### config.mk
export PLATFORM = sky130hd
export DESIGN_NAME = card_pick_sequencer
export DESIGN_NICKNAME = d
export VERILOG_FILES = /design/src/rtl/pick_seq_pkg.sv /design/src/rtl/pick_seq_datapath.sv /design/src/rtl/pick_seq_control.sv /design/src/rtl/card_pick_sequencer.sv
export SDC_FILE = /design/constraint.sdc
export NUM_CORES = 1
export LEC_CHECK = 0
export BUFFER_PORTS_ARGS = -buffer_cell sky130_fd_sc_hd__buf_2
export CAP_MARGIN = 20
export CORE_MARGIN = 2
export CORE_UTILIZATION = 45
export DETAILED_ROUTE_END_ITERATION = 10
export GPL_TIMING_DRIVEN = 1
export PLACE_DENSITY = 0.69
export SLEW_MARGIN = 20
export SYNTH_ARGS = -nofsm -noshare
export SYNTH_HDL_FRONTEND = slang
export SYNTH_SLANG_ARGS = --single-unit
### constraint.sdc
create_clock -name clk -period 12.4 [get_ports clk]
set_clock_uncertainty 0.1 [all_clocks]
set_input_delay 1.86 -clock clk [delete_from_list [all_inputs] [get_ports clk]]
set_output_delay 1.86 -clock clk [all_outputs]
set_load 0.05 [all_outputs]
### src/rtl/pick_seq_pkg.sv
package pick_seq_pkg;
  typedef enum logic [1:0] {
    ST_IDLE,
    ST_RUN,
    ST_HOLD,
    ST_FAIL
  } seqState_t;

  // strobes from control to datapath
  typedef struct packed {
    logic clearAll;  // zero prescaler, window chain and attempt count
    logic countEn;   // gate open: prescaler and chain may advance
    logic bumpTry;   // one attempt completed
  } dpCtrl_t;
endpackage

### src/rtl/pick_seq_datapath.sv
module pick_seq_datapath
  import pick_seq_pkg::*;
#(
  parameter int TICK_DIV = 417,
  parameter int DEC_MOD  = 10,
  parameter int NUM_DEC  = 2,
  parameter int BIN_BITS = 6,
  parameter int POS_W    = 13,
  parameter int TRY_W    = 3
) (
  input  logic             clk,
  input  dpCtrl_t          ctrl,
  output logic             preLast,
  output logic [POS_W-1:0] pos,
  output logic [TRY_W-1:0] tries
);
  localparam int PRE_W = (TICK_DIV > 1) ? $clog2(TICK_DIV) : 1;
  localparam int DIG_W = (DEC_MOD > 1) ? $clog2(DEC_MOD) : 1;

  logic [PRE_W-1:0] preQ;
  logic             tick;
  logic [NUM_DEC:0] carry;
  logic [DIG_W-1:0] digits [NUM_DEC];
  logic [BIN_BITS-1:0] binQ;

  assign preLast = (preQ == PRE_W'(TICK_DIV - 1));
  assign tick    = ctrl.countEn && preLast;
  assign carry[0] = tick;

  always_ff @(posedge clk) begin
    if (ctrl.clearAll) preQ <= '0;
    else if (ctrl.countEn) preQ <= preLast ? '0 : preQ + 1'b1;
  end

  // decimal stages of the window chain
  for (genvar g = 0; g < NUM_DEC; g++) begin : g_dec
    logic [DIG_W-1:0] digitQ;
    logic             atTop;
    assign atTop = (digitQ == DIG_W'(DEC_MOD - 1));
    always_ff @(posedge clk) begin
      if (ctrl.clearAll) digitQ <= '0;
      else if (carry[g]) digitQ <= atTop ? '0 : digitQ + 1'b1;
    end
    assign carry[g+1] = carry[g] && atTop;
    assign digits[g]  = digitQ;
  end

  // binary stage, wraps naturally
  always_ff @(posedge clk) begin
    if (ctrl.clearAll) binQ <= '0;
    else if (carry[NUM_DEC]) binQ <= binQ + 1'b1;
  end

  // linear position within the attempt window
  always_comb begin
    logic [POS_W-1:0] acc;
    acc = POS_W'(binQ);
    for (int i = NUM_DEC - 1; i >= 0; i--) begin
      acc = acc * POS_W'(DEC_MOD) + POS_W'(digits[i]);
    end
    pos = acc;
  end

  always_ff @(posedge clk) begin
    if (ctrl.clearAll) tries <= '0;
    else if (ctrl.bumpTry) tries <= tries + 1'b1;
  end
endmodule

### src/rtl/pick_seq_control.sv
module pick_seq_control
  import pick_seq_pkg::*;
#(
  parameter int SET_POS   = 1,
  parameter int CLR_POS   = 400,
  parameter int MAX_TRIES = 6,
  parameter int WINDOW    = 6400,
  parameter int POS_W     = 13,
  parameter int TRY_W     = 3
) (
  input  logic             clk,
  input  logic             rst,
  input  logic             por,
  input  logic             pickCmd,
  input  logic             ready,
  input  logic             goodPick,
  input  logic             endOfCard,
  input  logic             preLast,
  input  logic [POS_W-1:0] pos,
  input  logic [TRY_W-1:0] tries,
  output dpCtrl_t          ctrl,
  output logic             solenoidQ,
  output logic             alarmQ,
  output logic             syncQ
);
  seqState_t state, stateNext;
  logic gate, tick, setHit, clrHit, lastTry, startPulse, failEnter;
  logic [POS_W-1:0] nextPos;

  assign gate    = pickCmd && ready;
  assign tick    = (state == ST_RUN) && gate && preLast;
  assign nextPos = (pos == POS_W'(WINDOW - 1)) ? '0 : pos + 1'b1;
  assign setHit  = tick && (nextPos == POS_W'(SET_POS));
  assign clrHit  = tick && (nextPos == POS_W'(CLR_POS));
  assign lastTry = clrHit && (tries == TRY_W'(MAX_TRIES - 1));

  always_comb begin
    stateNext  = state;
    ctrl       = '0;
    startPulse = 1'b0;
    failEnter  = 1'b0;
    unique case (state)
      ST_IDLE: begin
        if (gate) begin
          stateNext     = ST_RUN;
          ctrl.clearAll = 1'b1;
          startPulse    = 1'b1;
        end
      end
      ST_RUN: begin
        if (goodPick) begin
          stateNext     = ST_HOLD;
          ctrl.clearAll = 1'b1;
        end else if (lastTry) begin
          stateNext     = ST_FAIL;
          ctrl.clearAll = 1'b1;
          failEnter     = 1'b1;
        end else begin
          ctrl.countEn = gate;
          ctrl.bumpTry = clrHit;
        end
      end
      ST_HOLD: begin
        if (endOfCard) begin
          ctrl.clearAll = 1'b1;
          if (gate) begin
            stateNext  = ST_RUN;
            startPulse = 1'b1;
          end else begin
            stateNext = ST_IDLE;
          end
        end
      end
      default: ;
    endcase
  end

  always_ff @(posedge clk) begin
    if (rst || por) begin
      state     <= ST_IDLE;
      solenoidQ <= 1'b0;
      alarmQ    <= 1'b0;
      syncQ     <= 1'b0;
    end else begin
      state  <= stateNext;
      syncQ  <= startPulse;
      alarmQ <= alarmQ || failEnter;
      if (ctrl.clearAll) solenoidQ <= 1'b0;
      else if (setHit) solenoidQ <= 1'b1;
      else if (clrHit) solenoidQ <= 1'b0;
    end
  end
endmodule

### src/rtl/card_pick_sequencer.sv
module card_pick_sequencer
  import pick_seq_pkg::*;
#(
  parameter int TICK_DIV  = 417,
  parameter int DEC_MOD   = 10,
  parameter int NUM_DEC   = 2,
  parameter int BIN_BITS  = 6,
  parameter int SET_POS   = 1,
  parameter int CLR_POS   = 400,
  parameter int MAX_TRIES = 6
) (
  input  logic clk,
  input  logic rst,
  input  logic por,
  input  logic pickCmd,
  input  logic ready,
  input  logic goodPick,
  input  logic endOfCard,
  output logic solenoidDrive,
  output logic pickFail,
  output logic syncReset
);
  localparam int WINDOW = (DEC_MOD ** NUM_DEC) * (2 ** BIN_BITS);
  localparam int POS_W  = $clog2(WINDOW);
  localparam int TRY_W  = $clog2(MAX_TRIES + 1);

  dpCtrl_t          ctrl;
  logic             preLast;
  logic [POS_W-1:0] pos;
  logic [TRY_W-1:0] tries;

  pick_seq_datapath #(
    .TICK_DIV(TICK_DIV), .DEC_MOD(DEC_MOD), .NUM_DEC(NUM_DEC),
    .BIN_BITS(BIN_BITS), .POS_W(POS_W), .TRY_W(TRY_W)
  ) dp_i (
    .clk(clk), .ctrl(ctrl), .preLast(preLast), .pos(pos), .tries(tries)
  );

  pick_seq_control #(
    .SET_POS(SET_POS), .CLR_POS(CLR_POS), .MAX_TRIES(MAX_TRIES),
    .WINDOW(WINDOW), .POS_W(POS_W), .TRY_W(TRY_W)
  ) ctl_i (
    .clk(clk), .rst(rst), .por(por), .pickCmd(pickCmd), .ready(ready),
    .goodPick(goodPick), .endOfCard(endOfCard), .preLast(preLast),
    .pos(pos), .tries(tries), .ctrl(ctrl), .solenoidQ(solenoidDrive),
    .alarmQ(pickFail), .syncQ(syncReset)
  );
endmodule

Word level (Yosys, flattened, before mapping) --
Cells that the tools add are included.
Storage, ports and cells: flip-flop bits (word level) 31, latch bits 0, RAM bits 0, ROM bits 0, input bits 7, output and inout bits 3, logic and storage cells 71, memories 0
Operators by class: $add $sub $neg 8, multipliers 2, div/mod/pow operators 0, order comparisons 0, equal/unequal tests 12, shift-type cells 0, mux-type cells 24, bitwise logic cells 0, reductions and logical operators 16
Operator list (number):
- two-way mux 2 bit | 7
- adder 13 x 1 -> 13 bit, second input constant | 1
- adder 13 x 4 -> 13 bit | 1
- equality test 13 x 1 -> 1 bit, second input constant | 1
- equality test 13 bit, second input constant | 1
- equality test 13 x 9 -> 1 bit, second input constant | 1
- multiplier 13 x 3 -> 12 bit, second input constant | 1
- two-way mux 13 bit | 1
- adder 10 x 4 -> 11 bit | 1
- two-way mux 1 bit | 10
- adder 9 x 1 -> 9 bit, second input constant | 1
- equality test 9 bit, second input constant | 1
- logical AND 1 bit | 9
- multiplier 6 x 3 -> 9 bit, second input constant | 1
- two-way mux 9 bit | 1
- adder 4 x 1 -> 4 bit, second input constant | 2
- equality test 4 bit, second input constant | 2
- two-way mux 4 bit | 2
- adder 6 x 1 -> 6 bit, second input constant | 1
- one-hot mux 2 bit (3 select lines) | 1
- AND reduction 4 bit | 1
- adder 3 x 1 -> 3 bit, second input constant | 1
- equality test 3 bit, second input constant | 1
- inequality test 3 x 2 -> 1 bit, second input constant | 1
- other kinds (11) | 12

Depth between registers and ports, before layout --
Gate-level depths: netlist of run 1.
depth in word-level cells 15, gate-level depth with buffers 24, gate-level depth less buffers 20

By module --
A second synthesis of run 1 with hierarchy kept.
Unflattened totals: cell total of the unflattened synthesis 345, area, all modules 3026.7 um2
By module, submodules not included:
- pick_seq_datapath | instances 1, cells each 258, area each 2321.0 um2, seq. area each 520.5 um2
- pick_seq_control | instances 1, cells each 87, area each 705.7 um2, seq. area each 100.1 um2

Least setup slack after synthesis of run 1 --
No wires, ideal clock.
path kind reg2reg, from reg dp_i.binQ[1], to reg dp_i.preQ[5], setup time 0.126 ns, arrival time 5.223 ns, required time 12.174 ns, slack 6.951 ns, cell stages (with the launch flop) 23, buffers on the path 2, period minus slack after synthesis 5.449 ns, path through dfxtp_1 -> ha_1 -> ha_1 -> fa_1 -> a21o_1 -> a21oi_1 -> xnor2_1 -> a32oi_1 -> inv_1 -> ha_1 -> ha_1 -> a211oi_1 -> nor2_1 -> a311oi_1 -> nand2_1 -> o21ai_1 -> a21oi_1 -> o31a_2 -> nor4_4 -> o21ba_1 -> buf_6 -> buf_6 -> nor3_2
Between the ends: longest elaborated chain between the ends 12, elaborated cells on any way between the ends 16, classes of those cells add/sub: 3; mul: 2; eq/ne: 2; mux: 7; reduce/logical: 2
Ends and longest elaborated chain:
- from (decl) | line pick_seq_datapath.sv:24 | logic [BIN_BITS-1:0] binQ;
- from (signal assigned) | line pick_seq_datapath.sv:51 | else if (carry[NUM_DEC]) binQ <= binQ + 1'b1;
- multiplier 6 x 3 -> 9 bit (*) | line pick_seq_datapath.sv:59 | acc = acc * POS_W'(DEC_MOD) + POS_W'(digits[i]);
- adder 10 x 4 -> 11 bit (*) | line pick_seq_datapath.sv:59
- multiplier 13 x 3 -> 12 bit (*) | line pick_seq_datapath.sv:59
- adder 13 x 4 -> 13 bit (*) | line pick_seq_datapath.sv:59
- adder 13 x 1 -> 13 bit / equality test 13 bit (equally long branches) | line pick_seq_control.sv:32 | assign nextPos = (pos == POS_W'(WINDOW - 1)) ? '0 : pos + 1'b1;
- two-way mux 13 bit (*) | line pick_seq_control.sv:32
- equality test 13 x 9 -> 1 bit (*) | line pick_seq_control.sv:34 | assign clrHit = tick && (nextPos == POS_W'(CLR_POS));
- logical AND 1 bit (*) | line pick_seq_control.sv:34
- logical AND 1 bit (*) | line pick_seq_control.sv:35 | assign lastTry = clrHit && (tries == TRY_W'(MAX_TRIES - 1));
- two-way mux 1 bit / two-way mux 2 bit (equally long branches) | line pick_seq_control.sv:54 | end else if (lastTry) begin
- two-way mux 1 bit / two-way mux 2 bit (equally long branches) | line pick_seq_control.sv:51 | if (goodPick) begin
- one-hot mux 1 bit (3 select lines) / two-way mux 2 bit (equally long branches) | line pick_seq_control.sv:42 | unique case (state)
- to (signal assigned) | line pick_seq_datapath.sv:32 | else if (ctrl.countEn) preQ <= preLast ? '0 : preQ + 1'b1;
- to (decl) | line pick_seq_datapath.sv:20 | logic [PRE_W-1:0] preQ;
Mark *: on every way between the ends. The rest lies on a longest branch, timed or not. A chain may end at the register's enable or synchronous reset.

Worst setup path in the final report of run 1 --
from reg dp_i.binQ[1], to reg dp_i.preQ[4]
The elaborated chain is that of the path after synthesis.

==> results of run 1 <==
-- state kept, by name, indices dropped and copies added, names as in the netlist --
signal and cells:
ctl_i.syncQ 1, dp_i.preQ 9, ctl_i.alarmQ 1, dp_i.tries 3, ctl_i.state 2, dp_i.g_dec.digitQ 8
ctl_i.solenoidQ 1, dp_i.binQ 6
-- metrics by stage --
step,worst slack (ns),hold slack (ns),std cells
floorplan,6.95,0.337,401
global placement,5.91,0.354,503
detailed placement,5.62,0.359,503
CTS,5.60,0.374,511
global route,5.41,0.391,511
finish,5.82,0.373,511
-- area by class of cell --
class | instances | area (sq um) | share of cell area (%)
Multi-Input combinational cell | 342 | 2720 | 73.7
Sequential cell | 31 | 621 | 16.8
Tap cell | 102 | 128 | 3.46
Clock buffer | 8 | 100 | 2.71
Inverter | 18 | 67.6 | 1.83
Timing Repair Buffer | 10 | 52.6 | 1.42
-- final timing paths --
path                    to
max           dp_i.preQ[4]
min          dp_i.tries[2]
max reg2reg   dp_i.preQ[4]
min reg2reg  dp_i.tries[2]
-- cells in the final DEF, fill, tap and decap left out, types with 6 or more instances in the layout --
master | synthesis | routed
ha_1 | 40 | 40
nor2_1 | 36 | 36
dfxtp_1 | 31 | 31
a21oi_1 | 22 | 22
xnor2_1 | 20 | 20
nand2_1 | 20 | 20
inv_1 | 18 | 18
nor3_1 | 15 | 15
o21ai_0 | 15 | 15
xor2_1 | 10 | 10
nand4_1 | 10 | 10
buf_2 | 1 | 9
or3_1 | 8 | 8
nor2b_1 | 7 | 7
clkbuf_8 | 0 | 7
o21a_1 | 6 | 6
and2_1 | 6 | 6
-- power groups by stage --
stage	clock network [mW]	logic (mW)	registers [mW]
floorplan	0	0.0136	0.105
finish	0.0880	0.0159	0.103
detailed placement	0	0.0156	0.105
global placement	0	0.0154	0.105
global route	0.0936	0.0178	0.103
CTS	0.0905	0.0157	0.102
-- kinds of logic after synthesis --
logic type               count (synthesis)  share of synthesized area, %
AO/OA/AOI/OAI                          104                          23.4
XOR/XNOR                                32                          8.49
AND/OR/NAND/NOR                        156                          28.1
buffers and inverters                   28                          3.92
multiplexers                             5                          1.44
other                                    1                         0.108
adder cells (fa/ha/maj)                 44                          16.7
flip-flops                              31                          17.8
-- layer usage --
layer  vias to the layer above  part of all wire (%)
met4                         0                   1.7
met2                        45                    47
li1                       1528                     -
met1                      1404                    48
met5                         -                     0
met3                        17                   3.1
-- critical path, stage by stage, from the launching register on --
cell	delay (ns)
dfxtp_1	0.44
ha_1	0.27
ha_1	0.22
fa_1	0.41
xnor2_1	0.18
nor3_1	0.30
nand2_1	0.12
xnor2_1	0.25
ha_1	0.28
ha_1	0.43
a211oi_1	0.54
nor2_1	0.13
a311oi_1	0.48
nand2_1	0.34
o21ai_1	0.18
a21oi_1	0.10
o31a_2	0.45
nor4_4	0.44
o21ba_2	0.62
nor3_1	0.13
==> impl_results.md, run 1 <==
- Worst setup path start: dp_i.binQ[1]
- Avg WL per Cell: ~14 um
- Core box area: about 7600 sq um
- Detailed-route via count: 2994
- Fmax achieved: between 150 and 200 MHz
- Busiest grt layer: met2
- P_int: approximately 0.16 mW
- Hold Crit Class: flop to flop
- Clk sink count: 31
- GR Util met3: under 10%
- Final Util: 48.5%
- # setup viols final: 0
- Post-cts resize count: 0
- CP endpoint kind: flop
- Gpl congestion: 0.877
- Leakage power: roughly 1.5 nW
- Synthesized area per cell: roughly 8.7 sq um
- Worst EP required: 12.44 ns
- Initial Util: between 40% and 50%
- M1 GR Usage: 24.4%
- Clock power frac: 42.6%
- Routed WL: 7370 um
- Dpl hpwl: 5800 um
- Diodes inserted: 0
- DRC errors left: 0
- Vias per cell: about 5.9
- Port bufs: 9
- Fill count: 740
- Worst hold start: dp_i.tries[2]
- Dpl cell area: ~3600 sq um
- TritonCTS clock tree: done
- Netlist cell types: 80
- Post-synth top area share: approximately 18%
- Worst-margin pin slew: just over 0.8 ns
- Net Sw Frac: about a quarter
- Grt ovf: 0
- CTS max path bufs: 2
- Largest net degree at the start of global routing: 28
- Period utilisation layout: a little over half
- DR iter-0 viols: between 100 and 150
- EDFF count, synth: 0
- Reg2reg setup slack: 5.82 ns
- Worst hold path depth: 1
- GRT met2 Usage: 30.3%
- Final Hold Fails: 0
- Seq/Total Area, Yosys: approximately 18%
- Max Slew Vio Count: 0
- Syn. warnings: 0
- Share of cells above drive strength 1: roughly an eighth
- Clock-pin transition on the worst setup and hold timing paths: around 0.060 ns
- CTS Hold Bufs: 0
- Most numerous cell in the Yosys netlist: ha_1
- Die X-Extent: ~90 um
- Floorplan row count: 32
- Unrepaired setup endpoints after global routing: false
- Total of max-cap violations: 0
- Die footprint: approximately 8400 sq um
- Post-Syn Area: about 3500 sq um
- Critical Path Start Type: flop
- Overall Global Routing Usage: approximately 18%
- Crit Path Class: flop to flop
- Final ANT Viol Nets: 0
- Worst Reg-to-Reg Cells: 19
- Power, Total: roughly 0.21 mW
- Ys flop type: dfxtp_1
- Cell Pwr Density: approximately 56 nW/um^2
- Synth Register Bits: 31
- NetSw: 0.0492 mW
- Initial antenna violation count: 0
- Worst EP arrival: around 6.6 ns
- Post-synth top area cell: dfxtp_1
- Logic gate share of total power: under 10%
- CTS Buf Count: 5
- Rel. slew slack: a little under half
- Synth async-reset ratio: 0%
- Root Driver: clkbuf_8
- Die Y: 91.9 um
- Layout Nets: 459
- Final TNS setup: 0 ns
- Register share of total power: 49.7%
- Worst vdd ir: 0.0000617 V
- Tmin final: ~6.6 ns
- Ports: 10
- Global-route wire length before repair: 12900 um
- DRT Pass-1 Iters: 4
- Clk Latency, worst-skew pair: 0.28 ns
- CTS H-tree lvls: 2
- Most instantiated cells after synthesis: 40 x ha_1, 36 x nor2_1, 31 x dfxtp_1
- Vias in the first global route: ~2900
- Area growth, synth to finish: 6.08%
- Post-CTS Repair Setup Buffers: 0
- Status: completed
- Worst-path fanout max: 27
- Synth top area cells: dfxtp_1 18%, ha_1 14%, xnor2_1 5.0%, nor2_1 3.9%, a21oi_1 3.2%
- Syn Nets: roughly 450
- Cells after Synth: 401
- Cell area after layout: 3690 sq um
- FF-to-FF Start: dp_i.binQ[1]
No activity file was read; power rests on OpenSTA's default activity.
==> run 2, diff against run 1 <==
--- a/config.mk
+++ b/config.mk
@@ -5,6 +5,7 @@
 export SDC_FILE = /design/constraint.sdc
 export NUM_CORES = 1
 export LEC_CHECK = 0
+export ABC_AREA = 1
 export BUFFER_PORTS_ARGS = -buffer_cell sky130_fd_sc_hd__buf_2
 export CAP_MARGIN = 20
 export CORE_MARGIN = 2
==> constraint.sdc (replaced) <==
create_clock -name clk -period 6.3 [get_ports clk]
set_clock_uncertainty 0.1 [all_clocks]
set_input_delay 0.945 -clock clk [delete_from_list [all_inputs] [get_ports clk]]
set_output_delay 0.945 -clock clk [all_outputs]
set_load 0.05 [all_outputs]
==> impl_results.md, run 2 <==
- Clock-pin transition on the worst setup and hold timing paths: around 0.070 ns
- Worst EP required: about 6.4 ns
- Worst EP arrival: around 5.4 ns
- CTS H-tree lvls: 2
- Routed WL: approximately 6200 um
- Complex-gate fraction of the synthesized area: slightly below 9%
- Synthesized area per cell: 6.60 sq um
- Multiplexer share of the synthesized area: 0%
- Placed Cells: between 500 and 600
- Total of max-cap violations: 0
- Worst vdd ir: around 0.00016 V
- TritonCTS clock tree: done
- Biggest regs: dp_i.preQ x9, dp_i.g_dec.digitQ x8, dp_i.binQ x6
- Post-cts resize count: 0
- Diodes inserted: 0
- Global-route wire length before repair: 10800 um
- Synth Register Bits: 31
- Layout Nets: 555
- Vias in the first global route: between 2000 and 3000
- Initial antenna violation count: 0
- Ys flop type: dfxtp_1
- Syn. warnings: 0
- Final TNS setup: 0 ns
- Crit path buf inv count: 1
- DR iter-0 viols: between 80 and 90
- Power, Total: around 0.37 mW
- Die footprint: between 7000 and 8000 sq um
- Synth Area in Adders: between 15 and 20%
- Most numerous cell in the Yosys netlist: nand2_1
- Synth top area cells: dfxtp_1 19%, ha_1 15%, nand2_1 15%, inv_1 9.3%, nand3_1 6.5%
- Post-synth top area cell: dfxtp_1
- Register share of total power: between 50% and 60%
- Period utilisation layout: 83.4%
- Synth async-reset ratio: 0%
- Post-synth top area share: a little under a fifth
- Worst path most repeated cell: nand2_1
- Critical Path Start Type: flop
- Port bufs: 9
- Clk Latency, worst-skew pair: slightly below 0.3 ns
- Tmin final: about 5.3 ns
- Root Driver: clkbuf_8
- Slowest cell on the critical path: dfxtp_1
- DRC errors left: 0
- Gpl congestion: between 0.8 and 0.9
- Netlist cell types: 34
- CTS Buf Count: 5
- Clk sink count: 31
- Die X-Extent: about 90 um
- Status: completed
- Clock power frac: 40.5%
- Max reg flops: 9
- CP endpoint kind: flop
- Worst-path fanout max: 20
- Largest family of logic cells by synthesized area: simple AND/OR/NAND/NOR gates
- Logic gate share of total power: between 6 and 7%
- CP peak stage delay: 0.45 ns
- CTS max path bufs: 2
- Floorplan row count: 30
- Hold Crit Class: flop to flop
- Detailed-route via count: about 3000
- Final cell count without fillers: ~600
- Unrepaired setup endpoints after global routing: false
- # setup viols final: 0
- Grt ovf: 0
- Net Sw Frac: between 20% and 30%
- Ports: 10
- Cell Pwr Density: around 110 nW/um^2
- Most instantiated cells after synthesis: 128 x nand2_1, 80 x inv_1, 46 x nor2_1
- Area growth, synth to finish: 6.75%
- Initial Util: about 47%
- P_int: 0.280 mW
- Share of cells above drive strength 1: roughly 7.9%
- Max Slew Vio Count: 0
- Most flop-heavy register: dp_i.preQ
- Post-CTS Repair Setup Buffers: 0
- Vias per cell: 4.97
- Fmax achieved: around 190 MHz
- Commonest non-fill, non-tap cell in the layout: nand2_1
- Overall Global Routing Usage: roughly 17%
- Largest net degree at the start of global routing: 21
- Leakage power: between 1.5 and 2 nW
- Dpl hpwl: approximately 5000 um
- Delay-heaviest family, CP: simple AND/OR/NAND/NOR gates
- DRT Pass-1 Iters: 4
- Most frequent cells in the layout: 128 x nand2_1, 80 x inv_1, 46 x nor2_1, 42 x nand3_1, 40 x ha_1
- Post-Syn Area: ~3200 sq um
- NetSw: 0.0932 mW
- Seq/Total Area, Yosys: 19.1%
- CTS Hold Bufs: 0
- Final ANT Viol Nets: 0
- Synth Area in Simple Gates: around 37%
- Final Hold Fails: 0
- Post-Synth XOR/XNOR Area: 6.72%
- Avg WL per Cell: 10.4 um
- Fill count: between 700 and 800
- EDFF count, synth: 0
- Cells after Synth: slightly below 500
- Crit Path Class: flop to flop
- Core box area: ~6900 sq um
- Die Y: about 89 um
- Syn Nets: between 500 and 600
==> run 2: cell types whose count changed after synthesis, sizes merged, moves of 11 or more <==
cell	change
inv	+63
nand2	+112
nand3	+43
nor2	+14
nor3	-14
xnor2	-11
==> run 2: logic make-up after synthesis <==
logic type / Yosys count
DFF: 31
AOI/OAI and AO/OA: 46
adders and majority gates: 44
xor gates and xnor gates: 24
and+or+nand+nor: 261
buffers and inverters: 84
other: 1
==> run 2: through the flow <==
stage / setup slack, ns / hold slack (ns) / area [sq um] / util (%)
after floorplan: 1.78 / 0.365 / 3240 / -
after global placement: 1.20 / 0.343 / 3380 / 49.2
after detailed placement: 1.08 / 0.347 / 3380 / 49.2
after CTS: 1.05 / 0.362 / 3460 / 50.4
after global routing: 0.625 / 0.374 / 3460 / 50.4
final: 1.05 / 0.360 / 3460 / 50.4
==> run 2: area by class of cell <==
| class | count | area (sq um) | share of cell area [%] |
|---|---|---|---|
| timing repair buffer | 9 | 45.0 | 1.30 |
| sequential | 31 | 621 | 17.9 |
| multi-input combinational | 376 | 2280 | 65.9 |
| tap | 96 | 120 | 3.47 |
| clock buffer | 5 | 68.8 | 1.99 |
| inverter | 81 | 309 | 8.93 |
| clock inverter | 3 | 15.0 | 0.434 |
==> run 2: worst register-to-register path, delay by kind of cell, from the launching register on <==
kind | cells | cell delay (ns)
DFF | 1 | 0.45
adders and majority gates | 5 | 1.54
buffers and inverters | 1 | 0.07
xor gates and xnor gates | 2 | 0.43
and+or+nand+nor | 18 | 2.15
AOI/OAI and AO/OA | 2 | 0.45
==> run 2: final timing paths <==
| kind | slack (ns) | cells past startpoint | start | end |
|---|---|---|---|---|
| worst max-delay path | 1.05 | 28 | dp_i.binQ[1] | ctl_i.solenoidQ |
| worst min register to register | 0.36 | 2 | ctl_i.solenoidQ | ctl_i.solenoidQ |
| worst min-delay path | 0.36 | 2 | ctl_i.solenoidQ | ctl_i.solenoidQ |
| worst max register to register | 1.05 | 28 | dp_i.binQ[1] | ctl_i.solenoidQ |
==> run 2: layer usage <==
layer,vias to the layer above,global-route usage [%],routed length [um]
met5,-,0,0
met4,0,4.13,62
met3,6,2.52,98
met2,21,31.1,3060
met1,1345,20.8,3020
li1,1612,-,-
==> run 2: power by group through the flow <==
stage / Clock [mW] / Combinational [mW] / Sequential [mW]
2_1_floorplan: 0 / 0.0190 / 0.203
3_3_place_gp: 0 / 0.0236 / 0.202
3_5_place_dp: 0 / 0.0242 / 0.202
4_1_cts: 0.156 / 0.0243 / 0.198
5_1_grt: 0.162 / 0.0271 / 0.198
6_report: 0.151 / 0.0242 / 0.198
==> run 3, diff against run 2 <==
--- a/config.mk
+++ b/config.mk
@@ -5,7 +5,7 @@
 export SDC_FILE = /design/constraint.sdc
 export NUM_CORES = 1
 export LEC_CHECK = 0
-export ABC_AREA = 1
+export ABC_AREA = 0
 export BUFFER_PORTS_ARGS = -buffer_cell sky130_fd_sc_hd__buf_2
 export CAP_MARGIN = 20
 export CORE_MARGIN = 2
==> constraint.sdc (replaced) <==
create_clock -name clk -period 5.1 [get_ports clk]
set_clock_uncertainty 0.1 [all_clocks]
set_input_delay 0.765 -clock clk [delete_from_list [all_inputs] [get_ports clk]]
set_output_delay 0.765 -clock clk [all_outputs]
set_load 0.05 [all_outputs]
==> impl_results.md, run 3 (synthesized netlist as in run 1, its figures left out) <==
- Critical Path Start Type: flop
- Floorplan row count: 32
- Fill count: 610
- CTS Buf Count: 5
- Slowest cell on the critical path: fa_2
- Unrepaired setup endpoints after global routing: true
- Worst vdd ir: around 0.00016 V
- FF-to-FF Start: dp_i.binQ[3]
- Clk sink count: 31
- Worst Reg-to-Reg Cells: 22
- Ports: 10
- Worst-path fanout max: 5
- Gpl congestion: roughly 0.83
- Final Util: about two thirds
- Hold Crit Class: flop to flop
- Area growth, synth to finish: 43.0%
- Final ANT Viol Nets: 0
- Final Hold Fails: 0
- Overall Global Routing Usage: 23.2%
- Most flop-heavy register: dp_i.preQ
- Detailed-route via count: roughly 3400
- Worst EP arrival: 5.34 ns
- Cell Pwr Density: 103 nW/um^2
- Total of max-cap violations: 0
- Vias in the first global route: 3550
- Setup ws final: -0.139 ns
- Die X-Extent: 91.9 um
- Most frequent cells in the layout: 90 x buf_4, 32 x nor2_1, 29 x ha_1, 27 x dfxtp_1, 18 x inv_1
- Root Driver: clkbuf_8
- Routed WL: about 9200 um
- CP peak stage delay: roughly 0.58 ns
- # setup viols final: 29
- Violated checks: setup timing
- Sequential standard cell area: ~630 sq um
- Clock-pin transition on the worst setup and hold timing paths: approximately 0.070 ns
- DR iter-0 viols: 164
- Die footprint: approximately 8400 sq um
- TritonCTS clock tree: done
- Initial antenna violation count: 0
- CP endpoint kind: flop
- Worst-margin pin slew: about 0.65 ns
- CTS H-tree lvls: 2
- Share of cells above drive strength 1: between 40% and 50%
- Rel. slew slack: 57.0%
- Status: finished, violations left
- Biggest regs: dp_i.preQ x9, dp_i.g_dec.digitQ x8, dp_i.binQ x6
- Die Y: about 92 um
- Initial Util: 45.7%
- Reg2reg setup slack: -0.14 ns
- Placed Cells: around 580
- DRC errors left: 0
- Clk Latency, worst-skew pair: between 0.2 and 0.3 ns
- Avg WL per Cell: 15.1 um
- Tmin final: 5.24 ns
- Max reg flops: 9
- Largest net degree at the start of global routing: 24
- Crit path buf inv count: 4
- Grt ovf: 0
- Critical path cell sequence: ha_4 -> ha_4 -> fa_2 -> nand2_2 -> nor3_4 -> nand2_2 -> xnor2_4 -> ha_4 -> ha_4 -> buf_4 -> buf_4 -> o21a_1 -> a211oi_4 -> nand4_1 -> nor3_2 -> buf_4 -> o31ai_2 -> or3b_4 -> nor4_4 -> buf_4 -> o21ai_2 -> a221oi_2
- Commonest non-fill, non-tap cell in the layout: buf_4
- Power, Total: around 0.5 mW
- Crit Path Class: flop to flop
- Global-route wire length before repair: ~16000 um
- Worst EP required: ~5.2 ns
- Core box area: about 7600 sq um
- Vias per cell: 5.56
- FF-to-FF End: ctl_i.state[1]
- Port bufs: 9
- Dpl hpwl: 6850 um
- Diodes inserted: 0
- End of the critical path: ctl_i.state[1]
- Max Slew Vio Count: 0
- Fmax achieved: approximately 190 MHz
- Worst setup path start: dp_i.binQ[3]
- Logic depth of the worst path, buffers included: 22
- Delay-heaviest family, CP: simple AND/OR/NAND/NOR gates
- Final cell count without fillers: 606
- Period utilisation layout: 103%
- Leakage power: 2.01 nW
- Layout Nets: 554
- CTS max path bufs: 2
- Multi-input gate area: 3260 sq um
- DRT Pass-1 Iters: 4
- CTS Hold Bufs: 0
run 3: cell count changes in the layout (fill, tap and decap cells not counted), sizes merged, moves of 11 or more:
| cell | previous run | this run |
|---|---|---|
| xnor2 | 10 | 21 |
| inv | 81 | 18 |
| nand3 | 47 | 4 |
| nor2 | 50 | 36 |
| nand2 | 132 | 20 |
| nor3 | 5 | 19 |
| buf | 9 | 105 |
run 3: worst min-delay path by stage:
stage / end / cells past startpoint / slack, ns / from
2_1_floorplan: dp_i.tries[2] / 1 / 0.34 / dp_i.tries[2]
3_3_place_gp: dp_i.tries[2] / 1 / 0.35 / dp_i.tries[2]
3_5_place_dp: ctl_i.alarmQ / 2 / 0.35 / ctl_i.alarmQ
4_1_cts: dp_i.tries[2] / 1 / 0.38 / dp_i.tries[2]
5_1_grt: ctl_i.solenoidQ / 2 / 0.41 / ctl_i.solenoidQ
6_report: dp_i.tries[2] / 1 / 0.38 / dp_i.tries[2]
run 3: routing by layer:
layer	vias up	GRT usage (%)	part of all wire, %
met1	1589	28.4	43
met5	-	0	0
met4	0	4.73	1.4
met3	15	3.12	2.9
met2	53	43.1	53
li1	1712	-	-
run 3: cell type report:
| cell class | count | share of cell area, % |
|---|---|---|
| tap | 102 | 2.57 |
| clock inverter | 1 | 0.101 |
| clock buffer | 7 | 1.74 |
| sequential | 31 | 12.7 |
| inverter | 18 | 1.36 |
| multi-input combinational | 342 | 65.5 |
| timing repair buffer | 105 | 16.0 |
run 3: what timing repair did:
item	in CTS	in global routing
setup endpoints to repair	30	30
setup buffers	9	8
endpoints found under the hold margin	0	0
gates resized for setup	56	30
pin swaps	22	26
run 3: power breakdown:
group	total (mW)	leakage [nW]	internal, mW	switching [mW]
combinational	0.0605	1.71	0.0282	0.0322
sequential	0.249	0.253	0.244	0.00522
clock	0.205	0.0482	0.109	0.0959
run 3: through the flow:
| step | TNS (ns) | hold slack [ns] | setup slack (ns) | instance area (sq um) |
|---|---|---|---|---|
| finish | -2.85 | 0.381 | -0.139 | 4970 |
| global route | -9.97 | 0.406 | -0.367 | 4970 |
| CTS | -0.899 | 0.377 | -0.0599 | 4750 |
| detailed placement | -7.66 | 0.353 | -0.304 | 4300 |
| global placement | -4.28 | 0.350 | -0.189 | 4300 |
| floorplan | -0.254 | 0.337 | -0.0194 | 3600 |
